==> config.mk <==
export PLATFORM = sky130hd
export DESIGN_NAME = rob_window
export DESIGN_NICKNAME = d
export VERILOG_FILES = /design/src/rtl/rob_pkg.sv /design/src/rtl/rob_ptr_ctrl.sv /design/src/rtl/rob_kill_mask.sv /design/src/rtl/rob_entry_store.sv /design/src/rtl/rob_window.sv
export SDC_FILE = /design/constraint.sdc
export NUM_CORES = 1
export LEC_CHECK = 0
export BUFFER_PORTS_ARGS = -buffer_cell sky130_fd_sc_hd__buf_2
export CAP_MARGIN = 25
export CORE_UTILIZATION = 30
export CTS_CLUSTER_DIAMETER = 80
export DETAILED_ROUTE_END_ITERATION = 16
export MAX_ROUTING_LAYER = met4
export PLACE_DENSITY = 0.5
export SETUP_SLACK_MARGIN = 0.4
export SLEW_MARGIN = 20
export SYNTH_ARGS = -nofsm -noshare
export SYNTH_HDL_FRONTEND = slang
export SYNTH_SLANG_ARGS = --single-unit
==> constraint.sdc <==
create_clock -name clk -period 3.4 [get_ports clk]
set_input_delay 0.68 -clock clk [delete_from_list [all_inputs] [get_ports clk]]
set_output_delay 0.68 -clock clk [all_outputs]
set_load 0.02 [all_outputs]
==> src/rtl/rob_pkg.sv <==
package rob_pkg;

  // Decoded condition of the oldest slot in the window.
  typedef enum logic [1:0] {
    HD_EMPTY  = 2'd0,
    HD_WAIT   = 2'd1,
    HD_RETIRE = 2'd2,
    HD_FAULT  = 2'd3
  } head_state_e;

endpackage

==> src/rtl/rob_ptr_ctrl.sv <==
module rob_ptr_ctrl #(
  parameter int IDX_W = 3
) (
  input  logic             clk,
  input  logic             rst_n,
  input  logic             alloc_fire,
  input  logic             retire,
  input  logic             fault,
  input  logic             rollback,
  input  logic [IDX_W-1:0] rb_dist,
  output logic [IDX_W:0]   head_ptr,
  output logic [IDX_W:0]   tail_ptr
);

  logic [IDX_W:0] head_d, tail_d;
  logic           head_en, tail_en;

  // Next-state: fault collapses tail onto head, rollback rebuilds the tail
  // from the head so the wrap bit stays consistent, allocation bumps it.
  always_comb begin
    head_en = retire;
    head_d  = head_ptr + {{IDX_W{1'b0}}, 1'b1};
    tail_en = fault | rollback | alloc_fire;
    if (fault) begin
      tail_d = head_ptr;
    end else if (rollback) begin
      tail_d = head_ptr + {1'b0, rb_dist} + {{IDX_W{1'b0}}, 1'b1};
    end else begin
      tail_d = tail_ptr + {{IDX_W{1'b0}}, 1'b1};
    end
  end

  always_ff @(posedge clk or negedge rst_n) begin
    if (!rst_n) begin
      head_ptr <= '0;
      tail_ptr <= '0;
    end else begin
      if (head_en) head_ptr <= head_d;
      if (tail_en) tail_ptr <= tail_d;
    end
  end

endmodule

==> src/rtl/rob_kill_mask.sv <==
module rob_kill_mask #(
  parameter int DEPTH = 8,
  parameter int IDX_W = 3
) (
  input  logic [IDX_W-1:0] head_idx,
  input  logic [IDX_W-1:0] mis_idx,
  input  logic             mis_ok,
  output logic [DEPTH-1:0] kill_vec,
  output logic [IDX_W-1:0] branch_age
);

  assign branch_age = mis_idx - head_idx;

  // A slot is younger than the branch when its distance from the head
  // exceeds the branch's distance; live slots never wrap past the head.
  for (genvar g = 0; g < DEPTH; g++) begin : g_age
    logic [IDX_W-1:0] slot_age;
    assign slot_age    = IDX_W'(g) - head_idx;
    assign kill_vec[g] = mis_ok && (slot_age > branch_age);
  end

endmodule

==> src/rtl/rob_entry_store.sv <==
module rob_entry_store #(
  parameter int DEPTH   = 8,
  parameter int IDX_W   = 3,
  parameter int OP_W    = 4,
  parameter int PTAG_W  = 6,
  parameter int CAUSE_W = 3
) (
  input  logic               clk,
  input  logic               rst_n,
  input  logic               alloc_fire,
  input  logic [IDX_W-1:0]   alloc_slot,
  input  logic [OP_W-1:0]    alloc_op,
  input  logic [PTAG_W-1:0]  alloc_pdst,
  input  logic [PTAG_W-1:0]  alloc_pold,
  input  logic               cmpl_valid,
  input  logic [IDX_W-1:0]   cmpl_idx,
  input  logic [CAUSE_W-1:0] cmpl_cause,
  input  logic [DEPTH-1:0]   kill_vec,
  input  logic               flush_all,
  input  logic               retire,
  input  logic [IDX_W-1:0]   head_idx,
  output logic [DEPTH-1:0]   use_vec,
  output logic [DEPTH-1:0]   exec_vec,
  output logic [OP_W-1:0]    hd_op,
  output logic [PTAG_W-1:0]  hd_pdst,
  output logic [PTAG_W-1:0]  hd_pold,
  output logic [CAUSE_W-1:0] hd_cause
);

  logic [OP_W-1:0]    op_arr    [DEPTH];
  logic [PTAG_W-1:0]  pdst_arr  [DEPTH];
  logic [PTAG_W-1:0]  pold_arr  [DEPTH];
  logic [CAUSE_W-1:0] cause_arr [DEPTH];

  for (genvar g = 0; g < DEPTH; g++) begin : g_slot
    logic               alloc_hit, cmpl_hit, retire_hit;
    logic               use_q, use_d, exec_q, exec_d, flag_en;
    logic [CAUSE_W-1:0] cause_q, cause_d;
    logic [OP_W-1:0]    op_q;
    logic [PTAG_W-1:0]  pdst_q, pold_q;

    assign alloc_hit  = alloc_fire && (alloc_slot == IDX_W'(g));
    assign cmpl_hit   = cmpl_valid && (cmpl_idx == IDX_W'(g)) && use_q && !kill_vec[g];
    assign retire_hit = retire && (head_idx == IDX_W'(g));

    always_comb begin
      use_d   = use_q;
      exec_d  = exec_q;
      cause_d = cause_q;
      if (flush_all || kill_vec[g] || retire_hit) begin
        use_d  = 1'b0;
        exec_d = 1'b0;
      end else if (alloc_hit) begin
        use_d   = 1'b1;
        exec_d  = 1'b0;
        cause_d = '0;
      end else if (cmpl_hit) begin
        exec_d  = 1'b1;
        cause_d = cmpl_cause;
      end
      flag_en = flush_all | kill_vec[g] | retire_hit | alloc_hit | cmpl_hit;
    end

    always_ff @(posedge clk or negedge rst_n) begin
      if (!rst_n) begin
        use_q   <= 1'b0;
        exec_q  <= 1'b0;
        cause_q <= '0;
      end else if (flag_en) begin
        use_q   <= use_d;
        exec_q  <= exec_d;
        cause_q <= cause_d;
      end
    end

    // Payload is meaningful only while the slot is live: no reset needed.
    always_ff @(posedge clk) begin
      if (alloc_hit) begin
        op_q   <= alloc_op;
        pdst_q <= alloc_pdst;
        pold_q <= alloc_pold;
      end
    end

    assign use_vec[g]   = use_q;
    assign exec_vec[g]  = exec_q;
    assign op_arr[g]    = op_q;
    assign pdst_arr[g]  = pdst_q;
    assign pold_arr[g]  = pold_q;
    assign cause_arr[g] = cause_q;
  end

  assign hd_op    = op_arr[head_idx];
  assign hd_pdst  = pdst_arr[head_idx];
  assign hd_pold  = pold_arr[head_idx];
  assign hd_cause = cause_arr[head_idx];

endmodule

==> src/rtl/rob_window.sv <==
module rob_window #(
  parameter int DEPTH   = 8,
  parameter int OP_W    = 4,
  parameter int PTAG_W  = 6,
  parameter int CAUSE_W = 3,
  localparam int IDX_W  = $clog2(DEPTH)
) (
  input  logic               clk,
  input  logic               rst_n,
  input  logic               alloc_valid,
  input  logic [OP_W-1:0]    alloc_op,
  input  logic [PTAG_W-1:0]  alloc_pdst,
  input  logic [PTAG_W-1:0]  alloc_pold,
  output logic               alloc_ready,
  output logic [IDX_W-1:0]   alloc_idx,
  input  logic               cmpl_valid,
  input  logic [IDX_W-1:0]   cmpl_idx,
  input  logic [CAUSE_W-1:0] cmpl_cause,
  input  logic               mis_valid,
  input  logic [IDX_W-1:0]   mis_idx,
  output logic               cmt_valid,
  output logic [IDX_W-1:0]   cmt_idx,
  output logic [OP_W-1:0]    cmt_op,
  output logic [PTAG_W-1:0]  cmt_pdst,
  output logic [PTAG_W-1:0]  cmt_pold,
  output logic               exc_valid,
  output logic [IDX_W-1:0]   exc_idx,
  output logic [CAUSE_W-1:0] exc_cause,
  output logic               rob_empty
);

  import rob_pkg::*;

  logic [IDX_W:0]     head_ptr, tail_ptr;
  logic [IDX_W-1:0]   head_idx, branch_age;
  logic [DEPTH-1:0]   use_vec, exec_vec, kill_vec;
  logic [OP_W-1:0]    hd_op;
  logic [PTAG_W-1:0]  hd_pdst, hd_pold;
  logic [CAUSE_W-1:0] hd_cause;
  logic               full, retire, fault, mis_ok, alloc_fire;
  head_state_e        hd_state;

  assign head_idx  = head_ptr[IDX_W-1:0];
  assign alloc_idx = tail_ptr[IDX_W-1:0];
  assign full      = (head_ptr ^ tail_ptr) == {1'b1, {IDX_W{1'b0}}};
  assign rob_empty = (head_ptr == tail_ptr);

  always_comb begin
    if (!use_vec[head_idx])       hd_state = HD_EMPTY;
    else if (!exec_vec[head_idx]) hd_state = HD_WAIT;
    else if (hd_cause != '0)      hd_state = HD_FAULT;
    else                          hd_state = HD_RETIRE;
  end

  assign retire      = (hd_state == HD_RETIRE);
  assign fault       = (hd_state == HD_FAULT);
  assign mis_ok      = mis_valid && use_vec[mis_idx] && !fault;
  assign alloc_ready = !full && !mis_valid && !fault;
  assign alloc_fire  = alloc_valid && alloc_ready;

  rob_ptr_ctrl #(.IDX_W(IDX_W)) u_ptr (
    .clk        (clk),
    .rst_n      (rst_n),
    .alloc_fire (alloc_fire),
    .retire     (retire),
    .fault      (fault),
    .rollback   (mis_ok),
    .rb_dist    (branch_age),
    .head_ptr   (head_ptr),
    .tail_ptr   (tail_ptr)
  );

  rob_kill_mask #(.DEPTH(DEPTH), .IDX_W(IDX_W)) u_kill (
    .head_idx   (head_idx),
    .mis_idx    (mis_idx),
    .mis_ok     (mis_ok),
    .kill_vec   (kill_vec),
    .branch_age (branch_age)
  );

  rob_entry_store #(
    .DEPTH(DEPTH), .IDX_W(IDX_W), .OP_W(OP_W), .PTAG_W(PTAG_W), .CAUSE_W(CAUSE_W)
  ) u_store (
    .clk        (clk),
    .rst_n      (rst_n),
    .alloc_fire (alloc_fire),
    .alloc_slot (alloc_idx),
    .alloc_op   (alloc_op),
    .alloc_pdst (alloc_pdst),
    .alloc_pold (alloc_pold),
    .cmpl_valid (cmpl_valid),
    .cmpl_idx   (cmpl_idx),
    .cmpl_cause (cmpl_cause),
    .kill_vec   (kill_vec),
    .flush_all  (fault),
    .retire     (retire),
    .head_idx   (head_idx),
    .use_vec    (use_vec),
    .exec_vec   (exec_vec),
    .hd_op      (hd_op),
    .hd_pdst    (hd_pdst),
    .hd_pold    (hd_pold),
    .hd_cause   (hd_cause)
  );

  assign cmt_valid = retire;
  assign cmt_idx   = head_idx;
  assign cmt_op    = hd_op;
  assign cmt_pdst  = hd_pdst;
  assign cmt_pold  = hd_pold;
  assign exc_valid = fault;
  assign exc_idx   = head_idx;
  assign exc_cause = hd_cause;

endmodule

==> results by group, run 1 <==
Synthesis
  • Sequential element share of the synthesized area: 0.611
  • Main synth FF type: edfxtp_1
  • Syn avg cell area: 14.7 µm²
  • Number of library cell types mapped by synthesis: 64
  • Top cell type's share of synthesized area: 0.466
  • Post-Syn Area: 8250 µm²
  • Top cells by count, synth: edfxtp_1, nand2_1, dfrtp_1
  • EDFF count, synth: 128
  • Synth warn: 0
  • Syn Inst Count: 562
  • Largest area contributor in the netlist: edfxtp_1
  • Async set-or-reset flop fraction in the synthesized netlist: 0.273
  • Count leader, synth: edfxtp_1
  • Net Count, Synth: 618
  • #FFs+latches synth: 176
  • Main area contributors after synthesis: edfxtp_1, dfrtp_1, mux4_2

Floorplan
  • # rows: 60
  • Die area: 28200 µm²
  • Die Ht: 168 µm
  • I/O Pins: 62
  • Horiz. Die Dim: 168 µm
  • Initial core utilization: 0.306
  • Core Box Area: 27000 µm²

STA
  • Max transition margin: 0.397
  • F_max: 0.333 GHz
  • Sum Neg Setup Slack: 0 ns
  • Setup-failing EPs final: 0
  • Crit path time final: 3.00 ns
  • RSZ-0062 raised after global routing: yes
  • Max-slew violation count: 0
  • Final hold vios: 0
  • Worst-margin pin slew: 0.892 ns
  • Final Skew: 0.0139 ns
  • Final period util: 0.883

Power and ir drop
  • Lkg Pwr: 0.00392 µW
  • Combinational Power Share: 0.514
  • Max IR drop VDD: 335 µV
  • Power Dens Cells: 979 nW/µm²
  • Power share of the clock group: 0.195
  • Internal power: 6010 µW
  • Flop pwr share: 0.292
  • Switching part of the total: 0.402
  • Switching power total: 4040 µW

Place
  • Dpl cells: 968
  • IO buf count: 61
  • HPWL after DPL: 14.5 mm
  • GP Congestion: 0.946
  • Cell Area, Placed: 9200 µm²

Detailed routing
  • Via count: 5273
  • Final ANT Viol Nets: 0
  • Vias per inst: 5.15
  • Routed WL: 21.9 mm
  • TritonRoute pass-1 iters: 4
  • DRC viols: 0
  • Post-DR wirelength/cell: 21.4 µm
  • DRT iter0 DRCs: 351

Clock tree
  • TritonCTS Buffers: 17
  • Sink Count: 176
  • CTS tree: yes
  • Max clock buf depth: 2
  • Clk_lat worst skew: 0.43 ns
  • Clock Pin Slew Worst Setup and Hold Paths: 0.08 ns
  • H-tree Lvls: 4
  • Cell at the root of the clock tree: clkbuf_16

Status
  • Status: finished, final reports clean

Finish
  • Post-route cell area: 10300 µm²
  • Antenna cells: 0
  • Fill count: 2511
  • Non-Filler Instances: 1024
  • Share of cells above drive strength 1: 0.370
  • Final core utilization: 0.381
  • Area Overhead vs Synth: 24.3%
  • Nets@finish: 726

Setup path
  • Crit path capture type: output pin
  • Crit path DAT: 2.32 ns
  • Critical Path Fanout Max: 6
  • WS Path Type: reg -> out
  • Kind of start point of the critical path: register
  • R2R cell count: 11
  • Required @ worst endpoint: 2.72 ns

Global routing
  • Vias in the first global route: 5468
  • Pin count of the biggest net entering global routing: 34
  • Initial antenna violation count: 0
  • Total GRT Usage: 0.162
  • First-pass GRT wire length: 32.9 mm
  • Overflow after GRT: 0

Min path
  • HP Class: in -> async

Run
  • Max Cap Viol: 0
==> stage by stage <==
step	hold WS [ns]	power [µW]	worst slack (ns)
2_1_floorplan	0.384	5980	0.386
3_3_place_gp	0.478	7280	0.169
3_5_place_dp	0.487	7340	0.0960
4_1_cts	0.180	9660	0.365
5_1_grt	0.190	10600	0.329
6_report	0.192	10000	0.398
==> kinds of logic after synthesis <==
kind of cell               synth area share
muxes                                 0.123
and+or+nand+nor                      0.0908
buffers and inverters                0.0308
AOI/OAI and AO/OA                    0.0879
xor gates and xnor gates             0.0127
DFF                                   0.611
adders and majority gates            0.0437
==> state kept, by name (all words and copies together) (netlist names) <==
signal / count
u_store.g_slot.pold_q: 48
u_store.g_slot.pdst_q: 48
u_ptr.head_ptr: 4
u_store.g_slot.cause_q: 24
u_ptr.tail_ptr: 4
u_store.g_slot.op_q: 32
u_store.g_slot.use_q: 8
u_store.g_slot.exec_q: 8
==> worst max-delay path, cell delays in order (launching register included) <==
cell and delay, ns:
dfrtp_2 0.43, buf_12 0.15, mux4_2 0.54, mux2i_4 0.22, nand3_4 0.12, nand2_4 0.09, inv_2 0.05, nor3_2 0.14
buf_4 0.16
==> layout make-up <==
class	instances	area (µm²)	share of cell area
Clock buffer	17	425	0.0415
Clock inverter	15	186	0.0182
Inverter	24	100	0.00976
Multi-Input combinational cell	332	3190	0.311
Sequential cell	176	5050	0.492
Tap cell	341	427	0.0416
Timing Repair Buffer	119	880	0.0858
==> metal layers <==
metal | wire length, µm | global-route usage | share of wire
met5 | 0 | - | 0
met4 | 312 | 0.0471 | 0.014
met3 | 1000 | 0.0303 | 0.046
met2 | 10600 | 0.255 | 0.48
met1 | 10000 | 0.214 | 0.46
==> placed cells by master (no fill, tap or decap), types with 4 or more instances in the layout <==
cell type    n
edfxtp_1   128
nand2_1     69
buf_2       59
buf_4       47
dfrtp_1     45
mux4_2      41
nor2_1      25
ha_1        20
clkbuf_16   18
inv_1       16
a22o_1      12
a32o_1      11
nand3_1     10
xnor2_1      7
o21ai_0      7
a21oi_1      6
nor3_1       6
inv_2        5
o21a_1       5
clkinv_8     5
buf_6        5
a21oi_2      4
o21ai_1      4
nor2b_1      4
o22ai_1      4
nand4_1      4
inv_8        4
buf_12       4
==> power by group through the flow <==
| stage | Combinational (µW) | Sequential [µW] | Clock, µW |
|---|---|---|---|
| 2_1_floorplan | 3120 | 2860 | 0 |
| 3_3_place_gp | 4310 | 2980 | 0 |
| 3_5_place_dp | 4360 | 2980 | 0 |
| 4_1_cts | 4730 | 2930 | 2000 |
| 5_1_grt | 5560 | 2970 | 2070 |
| 6_report | 5160 | 2930 | 1950 |
==> timing repair <==
item | in CTS | in global routing
setup buffers | 14 | 8
hold buffers | 0 | 0
gates cloned | 1 | 1
gates resized for setup | 16 | 36
endpoints found under the setup margin | 19 | 40
pin swaps | 5 | 19
==> path summary, 6_finish.rpt <==
path                                                    from                      endpoint  slack (ns)
worst min-delay path                                   rst_n       u_store.g_slot[3].use_q        0.19
max in group asynchronous                              rst_n  u_store.g_slot[0].cause_q[0]        2.67
worst max-delay path                       u_ptr.head_ptr[0]                   alloc_ready        0.40
worst max register to register             u_ptr.head_ptr[0]  u_store.g_slot[6].cause_q[1]        0.40
min in group clk                u_store.g_slot[6].cause_q[2]  u_store.g_slot[6].cause_q[2]        0.50
worst min register to register  u_store.g_slot[6].cause_q[2]  u_store.g_slot[6].cause_q[2]        0.50
(Power assumes the default switching activity.)
==> run 2, diff against run 1 <==
--- a/config.mk
+++ b/config.mk
@@ -16,4 +16,5 @@
 export SLEW_MARGIN = 20
 export SYNTH_ARGS = -nofsm -noshare
 export SYNTH_HDL_FRONTEND = slang
+export SYNTH_HIERARCHICAL = 1
 export SYNTH_SLANG_ARGS = --single-unit
==> run 2 against run 1 <==
Against the previous run: the run now ends with negative setup slack left; largest power group unchanged; hold slack improved by 0.048 ns; area after synthesis increased by 0.38%; wire length increased by 2.7%; fmax decreased by 14%; non-clock buffer count increased by 98; global-route usage increased by 0.51 points; critical endpoint unchanged; setup slack got worse by 0.50 ns; combinational power decreased by 2%; synthesized cell count decreased by 3.4%; highest routed layer unchanged.
==> results by group, run 2 <==
Status
  • Status: complete, but fails checks
  • Violated checks: negative setup slack

Power and ir drop
  • Max IR drop VDD: 385 µV (+15%)
  • Lkg Pwr: 0.00454 µW (+16%)
  • Internal power: 6350 µW (+5.7%)
  • Switching part of the total: 0.363 (-0.0393)
  • Flop pwr share: 0.299 (+0.007)
  • Power share of the clock group: 0.194 (about the same)
  • Switching power total: 3620 µW (-10%)
  • Power Dens Cells: 828 nW/µm² (-15%)
  • Combinational Power Share: 0.507 (-0.007)

Detailed routing
  • Final ANT Viol Nets: 0 (unchanged)
  • Post-DR wirelength/cell: 20.6 µm (-3.7%)
  • Vias per inst: 5.08 (-1.4%)
  • Via count: 5548 (+5.2%)
  • Routed WL: 22.5 mm (+2.7%)
  • TritonRoute pass-1 iters: 4 (unchanged)
  • DRT iter0 DRCs: 389 (+11%)
  • DRC viols: 0 (unchanged)

Synthesis
  • Syn avg cell area: 15.3 µm² (+3.9%)
  • Syn Inst Count: 543 (-3.4%)
  • Top cells by count, synth: edfxtp_1, dfrtp_1, nor2_1
  • #FFs+latches synth: 176 (unchanged)
  • Largest area contributor in the netlist: edfxtp_1
  • Count leader, synth: edfxtp_1
  • Main area contributors after synthesis: edfxtp_1, dfrtp_1, mux4_2
  • Sequential element share of the synthesized area: 0.609 (-0.00231)
  • Async set-or-reset flop fraction in the synthesized netlist: 0.273 (unchanged)
  • Main synth FF type: edfxtp_1
  • Net Count, Synth: 589 (-4.7%)
  • Post-Syn Area: 8280 µm² (+0.38%)
  • EDFF count, synth: 128 (unchanged)
  • Synth warn: 6 (+6)
  • Top cell type's share of synthesized area: 0.464 (-0.00176)
  • Number of library cell types mapped by synthesis: 54 (-16%)

Finish
  • Area Overhead vs Synth: 45.3%
  • Non-Filler Instances: 1093 (+6.7%)
  • Reg area: 5050 µm² (about the same)
  • Area of the multi-input gates: 3590 µm² (+13%)
  • Final core utilization: 0.445 (+0.0646)
  • Commonest non-fill, non-tap cell in the layout: edfxtp_1
  • Fill count: 2434 (-3.1%)
  • Nets@finish: 785 (+8.1%)
  • Share of cells above drive strength 1: 0.551 (+0.180)
  • Regs by FF count: u_store/g_slot.pdst_q: 48 flops, u_store/g_slot.pold_q: 48 flops, u_store/g_slot.op_q: 32 flops
  • Antenna cells: 0 (unchanged)
  • Most frequent cells in the layout: edfxtp_1, buf_4, buf_6

Floorplan
  • Horiz. Die Dim: 168 µm (+0.19%)
  • Die Ht: 168 µm (+0.19%)
  • Core Box Area: 27000 µm² (+0.28%)
  • Initial core utilization: 0.306 (+0.000307)
  • # rows: 60 (unchanged)
  • Die area: 28300 µm² (+0.38%)
  • I/O Pins: 62 (unchanged)

Global routing
  • Most Used Layer, Global Route: met2
  • Routing usage on met1: 0.215 (+0.000296)
  • Overflow after GRT: 0 (unchanged)
  • M2 GR Usage: 0.278 (+0.0223)
  • Vias in the first global route: 5767 (+5.5%)
  • Initial antenna violation count: 0 (unchanged)
  • First-pass GRT wire length: 34.2 mm (+3.9%)
  • Total GRT Usage: 0.167 (+0.00511)
  • Pin count of the biggest net entering global routing: 46 (+35%)
  • Met3 global-route usage: 0.0235 (-0.00682)

Setup path
  • Kind of start point of the critical path: register
  • Crit path capture type: output pin
  • Crit path DAT: 2.82 ns (+0.50 ns)
  • CP top delay family: multiplexers
  • Slowest cell on the critical path: mux4_2
  • CP max stage delay: 0.51 ns (-0.03 ns)
  • CP most frequent cell: buf_6
  • CP bufs+invs: 3 (unchanged)
  • Critical Path Fanout Max: 6 (unchanged)
  • WS Path Type: reg -> out
  • Crit-path cells: buf_12 -> mux4_2 -> mux2_4 -> or3_4 -> nand2b_4 -> o22ai_4 -> buf_6 -> nor3_4 -> buf_6
  • Required @ worst endpoint: 2.72 ns (about the same)

STA
  • Crit path time final: 3.50 ns (+0.500 ns)
  • Worst-margin pin slew: 0.606 ns (-0.285 ns)
  • Final hold vios: 0 (unchanged)
  • Max-slew violation count: 0 (unchanged)
  • Worst setup margin: -0.102 ns (-0.500 ns)
  • Final period util: 1.03 (+0.147)
  • Final Skew: 0.0129 ns (-0.000956 ns)
  • RSZ-0062 raised after global routing: yes
  • Setup-failing EPs final: 101 (+101)
  • Max transition margin: 0.596 (+0.199)
  • F_max: 0.286 GHz (-14%)

Min path
  • HP Class: in -> async

Place
  • GP Congestion: 0.856 (-9.5%)
  • HPWL after DPL: 14.0 mm (-3.3%)
  • Dpl cells: 998 (+3.1%)
  • IO buf count: 61 (unchanged)

Clock tree
  • Sink Count: 176 (unchanged)
  • Cell at the root of the clock tree: clkbuf_16
  • H-tree Lvls: 4 (unchanged)
  • Clock Pin Slew Worst Setup and Hold Paths: 0.07 ns (about the same)
  • Clk_lat worst skew: 0.43 ns (about the same)
  • Max clock buf depth: 2 (unchanged)
  • CTS Hold Bufs: 0 (unchanged)
  • CTS tree: yes
  • TritonCTS Buffers: 17 (unchanged)

Run
  • Max Cap Viol: 0 (unchanged)
## run 2: cell count changes in the layout (fill, tap and decap cells not counted), moves of 12 or more
| cell | change |
|---|---|
| nor2_4 | +13 |
| buf_2 | -14 |
| nand2_1 | -48 |
| buf_12 | +19 |
| buf_4 | +21 |
| a22o_1 | +12 |
| buf_6 | +58 |
| mux2_4 | +14 |
## run 2: per-layer routing
metal  vias up  part of all wire
li1       2495                 -
met1      2890              0.45
met2       127              0.51
met3        36             0.031
met4         0             0.017
met5         -                 0
## run 2: worst paths after layout
kind | slack (ns) | cells after the start | startpoint | end
setup reg to reg | -0.10 | 15 | u_ptr/head_ptr[0] | u_store/g_slot[0].cause_q[0]
hold reg to reg | 0.52 | 1 | u_store/g_slot[0].cause_q[2] | u_store/g_slot[0].cause_q[2]
setup / recovery | -0.10 | 9 | u_ptr/head_ptr[0] | alloc_ready
hold / removal | 0.24 | 1 | rst_n | u_ptr/tail_ptr[2]
min in group clk | 0.52 | 1 | alloc_pdst[1] | u_store/g_slot[3].pdst_q[1]
max in group asynchronous | 2.68 | 2 | rst_n | u_store/g_slot[1].exec_q
## run 2: final cells by class
cell class,instances,area share
Multi-Input combinational cell,305,0.298
Timing Repair Buffer,217,0.190
Clock inverter,14,0.0132
Clock buffer,18,0.0357
Tap cell,341,0.0355
Sequential cell,176,0.420
Inverter,22,0.00728
## run 2: stage by stage
step	TNS [ns]	power (µW)	instance area [µm²]	hold WS (ns)	setup slack [ns]
2_1_floorplan	-77.25	5470	8480	0.384	-0.783
3_3_place_gp	-8.85	6470	9700	0.501	-0.312
5_1_grt	-17.50	10500	12000	0.283	-0.192
3_5_place_dp	-9.41	6520	9700	0.499	-0.336
4_1_cts	-7.76	9610	11600	0.456	-0.165
6_report	-3.75	9970	12000	0.240	-0.102
## run 2: power by group through the flow
stage	logic, µW	clock network, µW	registers (µW)
2_1_floorplan	2500	0	2960
3_3_place_gp	3470	0	3000
3_5_place_dp	3510	0	3010
4_1_cts	4650	1970	2990
5_1_grt	5390	2070	3010
6_report	5060	1930	2980
## run 2: logic make-up (layout without fill, tap and decap cells)
family / Yosys count / in the layout / share of synthesized area
buffers and inverters: 62 / 271 / 0.0429
adders and majority gates: 17 / 17 / 0.0273
xor gates and xnor gates: 15 / 15 / 0.0177
and+or+nand+nor: 123 / 123 / 0.0798
DFF: 176 / 176 / 0.609
muxes: 66 / 66 / 0.145
AOI/OAI and AO/OA: 84 / 84 / 0.0781
## run 2: what timing repair did
action                     4_1_cts  5_1_grt
resized for setup              179       52
buffers inserted                38       16
cloned                           8        1
setup endpoints to repair      191      191
pin swaps                       43       30
